$ cat config.mk
export PLATFORM = sky130hd
export DESIGN_NAME = serwr_regbank
export DESIGN_NICKNAME = d
export VERILOG_FILES = /design/src/rtl/serwr_regbank.sv
export SDC_FILE = /design/constraint.sdc
export NUM_CORES = 1
export LEC_CHECK = 0
export ABC_AREA = 0
export BUFFER_PORTS_ARGS = -buffer_cell sky130_fd_sc_hd__buf_2
export CAP_MARGIN = 20
export CORE_MARGIN = 2
export CORE_UTILIZATION = 45
export DETAILED_ROUTE_END_ITERATION = 10
export PLACE_DENSITY = 0.71
export SETUP_SLACK_MARGIN = 0.2
export SKIP_LAST_GASP = 1
export SYNTH_ARGS = -nofsm -noshare
export SYNTH_HDL_FRONTEND = slang
export SYNTH_SLANG_ARGS = --single-unit
$ cat constraint.sdc
create_clock -name clk -period 3.1 [get_ports clk]
set_input_delay 0.31 -clock clk [delete_from_list [all_inputs] [get_ports clk]]
set_output_delay 0.31 -clock clk [all_outputs]
set_load 0.02 [all_outputs]
$ cat src/rtl/serwr_regbank.sv
module serwr_regbank #(
  parameter int ADDR_W      = 4,
  parameter int DATA_W      = 12,
  parameter int NUM_REGS    = 10,
  parameter int SYNC_STAGES = 2
) (
  input  logic                       clk,
  input  logic                       rst_n,
  input  logic                       sen_n,
  input  logic                       sclk,
  input  logic                       sdata,
  output logic [NUM_REGS*DATA_W-1:0] regs_o,
  output logic                       done_o
);
  localparam int FRAME_W = ADDR_W + DATA_W;
  localparam int CNT_W   = $clog2(FRAME_W + 1);

  logic [SYNC_STAGES-1:0] sen_sy, sclk_sy, sd_sy;
  logic                   sen_d, sclk_d;
  logic [CNT_W-1:0]       cnt;
  logic [FRAME_W-1:0]     sh;

  always_ff @(posedge clk or negedge rst_n)
    if (!rst_n) begin
      sen_sy  <= '1;
      sclk_sy <= '0;
      sd_sy   <= '0;
      sen_d   <= 1'b1;
      sclk_d  <= 1'b0;
    end else begin
      sen_sy  <= {sen_sy[SYNC_STAGES-2:0], sen_n};
      sclk_sy <= {sclk_sy[SYNC_STAGES-2:0], sclk};
      sd_sy   <= {sd_sy[SYNC_STAGES-2:0], sdata};
      sen_d   <= sen_sy[SYNC_STAGES-1];
      sclk_d  <= sclk_sy[SYNC_STAGES-1];
    end

  wire sen_s     = sen_sy[SYNC_STAGES-1];
  wire sclk_rise = sclk_sy[SYNC_STAGES-1] & ~sclk_d;
  wire sen_rise  = sen_s & ~sen_d;
  wire full      = (cnt == CNT_W'(FRAME_W));
  wire commit    = sen_rise & full;
  wire [ADDR_W-1:0] addr = sh[FRAME_W-1 -: ADDR_W];
  wire [DATA_W-1:0] data = sh[DATA_W-1:0];

  always_ff @(posedge clk or negedge rst_n)
    if (!rst_n) begin
      cnt <= '0;
      sh  <= '0;
    end else if (sen_s) begin
      cnt <= '0;
      sh  <= '0;
    end else if (sclk_rise && !full) begin
      cnt <= cnt + 1'b1;
      sh  <= {sh[FRAME_W-2:0], sd_sy[SYNC_STAGES-1]};
    end

  for (genvar g = 0; g < NUM_REGS; g++) begin : g_reg
    always_ff @(posedge clk or negedge rst_n)
      if (!rst_n)
        regs_o[g*DATA_W +: DATA_W] <= '0;
      else if (commit && addr == ADDR_W'(g))
        regs_o[g*DATA_W +: DATA_W] <= data;
  end

  always_ff @(posedge clk or negedge rst_n)
    if (!rst_n) done_o <= 1'b0;
    else        done_o <= commit;
endmodule

==> impl_metrics.csv <==
group,metric,value,unit
clock_network,cts_buffer_depth,2,
clock_network,post_cts_resized,0,
worst_setup_path,slowest_delay,0.53,ns
pwr,p_leak,4.19,nW
placement,dp_hpwl,9190,um
clock_network,tritoncts,"done",
drt,drt_iter0_drc,300,
drt,top_layer,"met4",
placement,dpl_cell_area,6880,um2
cells_and_area,nFillCells,1093,
sta,hold-worst-slack,0.347,ns
sta,final_max_slew_viol_count,0,
pwr,p_total,4.14,mW
cells_and_area,layout_commonest_cell,"dfrtp_1",
worst_setup_path,cp.required,3.40,ns
cells_and_area,post-route-cell-area,7530,um2
drt,num_vias,3684,
worst_hold_path,hold_path.class,"flop to flop",
status,status,"complete, no violations",
synth,synth_area_leaders,"dfrtp_1 (59%), mux2_4 (17%), mux2_1 (5.5%)",
worst_setup_path,criticalPathCategory,"flop to flop",
cells_and_area,diodes,0,
synth,synth_cells,397,
drt,firstDrtPassIters,4,
clock_network,cts_setup_buffers,0,
floorplanning,dieArea,14700,um2
floorplanning,ioPinCount,126,
sta,rsz0062_at_grt,"no",
drt,dr_wl_met2,6920,um
synth,yosysWarnings,0,
clock_network,cts_htree_levels,4,
drt,wl_per_cell,20.0,um
placement,place_congestion,0.818,
pwr,irDropWorstVdd,0.342,mV
worst_setup_path,arrival,2.55,ns
clock_network,root_buffer,"clkbuf_16",
sta,finalHoldViolCount,0,
placement,numPortBuffers,125,
sta,min_period,2.25,ns
floorplanning,coreArea,13300,um2
cells_and_area,area_growth,21.6,%
clock_network,clock_latency,0.42,ns
clock_network,cts_buffers,17,
sta,timing.fmax,0.444,GHz
synth,avgSynthCellArea,15.6,um2
sta,skew,0.00995,ns
sta,slew_headroom,46.5,%
sta,worstMarginPinSlew,0.798,ns
cells_and_area,instances_no_fill,704,
drt,remaining_drc_errors,0,
clock_network,clkTransAtPathRegs,0.06,ns
global_routing,grt-ovfl-total,0,
synth,synthesis.nets,404,
run,drv_cap,0,
synth,yosysTopAreaCell,"dfrtp_1",
floorplanning,num_rows,42,
worst_setup_path,cp_max_fo,30,
worst_setup_path,cp_slowest_cell,"and4bb_4",
worst_setup_path,crit_chain,"inv_1 -> ha_1 -> and4bb_4 -> nand3_2 -> mux2_4",
drt,wl,14100,um
floorplanning,die_h,121,um
worst_setup_path,start_kind,"flop",
sta,period_share,72.6,%
cells_and_area,final_cell_mix,"dfrtp_1 (147), buf_2 (124), mux2_4 (70), mux2_1 (30), a21oi_1 (21)",
floorplanning,initial_core_util,46.4,%
global_routing,grt_start_max_net_pins,87,
cells_and_area,layout-drive-gt1-share,50.4,%
sta,setup_viol,0,
global_routing,grt_use_total,19.8,%
drt,ant_nets,0,
worst_setup_path,cp-end-kind,"flop",
pwr,pwr_density_cell,550,nW/um2
drt,viasPerCell,5.23,
drt,met1_length,6300,um
placement,dp.cells,668,
sta,setup-tns-final,0,ns
clock_network,clock_sinks,150,
global_routing,grt_pass1_vias,3755,
synth,yosys_register_bits,150,
synth,synth_area,6190,um2
global_routing,antenna_found_initial,0,
cells_and_area,nets,522,
synth,seq_area_frac_synth,60.7,%
synth,synth.top_cell.area_share,59.4,%
drt,met3_length,638,um
floorplanning,die_w,121,um
synth,synthDistinctLibCells,35,
global_routing,grt_pass1_wl,21900,um
## per-stage QoR
step                      setup WS, ns  utilization, %
after floorplan                   1.39               -
after global placement           0.909            51.5
after global routing             0.732            56.4
after detailed placement         0.827            51.5
final                            0.850            56.4
after CTS                        0.833            56.4
## logic make-up after synthesis
group	count (synthesis)	synth area share, %
adders and majority gates	2	0.404
buffers and inverters	36	3.40
muxes	120	26.1
AOI/OAI and AO/OA	42	3.40
DFF	150	60.7
and+or+nand+nor	47	6.02
## registers in the layout, summed over array words and instances (netlist names)
signal and flops:
regs_o 120, sh 16, cnt 5, sclk_sy 2, sd_sy 2, sen_sy 2, done_o 1, sclk_d 1
sen_d 1
## timing repair
action	CTS	global route
hold buffers	4	0
setup endpoints to repair	0	0
endpoints found under the hold margin	85	0
## where the power goes
part           leakage (nW)  internal, mW  switching, mW
registers              2.07          1.97         0.0125
clock network         0.296          1.31          0.788
logic                  1.82        0.0141         0.0498
## worst max-delay path: cells and delay by family (launching register included)
kind | cells | cell delay (ns)
flops | 1 | 0.41
fa+ha+maj | 1 | 0.17
mux | 1 | 0.45
simple gates | 2 | 1.02
buf+inv | 1 | 0.09
## cell type report
| class | instances | area, um2 | share of cell area, % |
|---|---|---|---|
| sequential | 150 | 3760 | 49.9 |
| multi-input combinational | 211 | 2220 | 29.5 |
| timing repair buffer | 132 | 707 | 9.39 |
| clock buffer | 20 | 457 | 6.07 |
| tap | 176 | 220 | 2.93 |
| clock inverter | 12 | 151 | 2.01 |
| inverter | 3 | 11.3 | 0.150 |
## cells in the mapped netlist
| cell | number |
|---|---|
| and4bb_4 | 1 |
| buf_1 | 1 |
| nand4_4 | 3 |
| nand3_1 | 18 |
| buf_2 | 2 |
| mux2_2 | 20 |
| buf_4 | 1 |
| buf_6 | 9 |
| nand3b_1 | 1 |
| clkbuf_1 | 19 |
| nand2b_1 | 1 |
| o21ai_0 | 20 |
| dfrtp_1 | 147 |
| nor2b_1 | 2 |
| nor2_1 | 1 |
| nand4_1 | 1 |
| a21oi_1 | 21 |
| and2b_2 | 1 |
| and2b_1 | 1 |
| nand2_1 | 2 |
| nand4bb_1 | 1 |
| dfstp_2 | 3 |
| mux2_4 | 70 |
| nand3_4 | 1 |
| or4_1 | 1 |
| inv_1 | 3 |
| and4bb_2 | 2 |
| mux2_1 | 30 |
| o21ai_1 | 1 |
| clkbuf_2 | 1 |
| and2_1 | 2 |
| nor2_2 | 1 |
| ha_1 | 2 |
| or3_1 | 2 |
| nand3_2 | 5 |
## worst paths after layout
path                             from         end  slack, ns  cells after the start
max                            cnt[0]  regs_o[85]       0.85                      5
min                        sclk_sy[0]  sclk_sy[1]       0.35                      0
max reg2reg                    cnt[0]  regs_o[85]       0.85                      5
min reg2reg                sclk_sy[0]  sclk_sy[1]       0.35                      0
max in group asynchronous       rst_n  regs_o[16]       1.73                      3
min in group asynchronous       rst_n  regs_o[25]       0.52                      2
## metal layers
layer  vias up  GRT usage [%]
met3        17           3.71
met1      1925           27.7
met5         -              0
met2       109           30.6
met4         0           7.69
li1       1633              -
(Power assumes the default switching activity.)
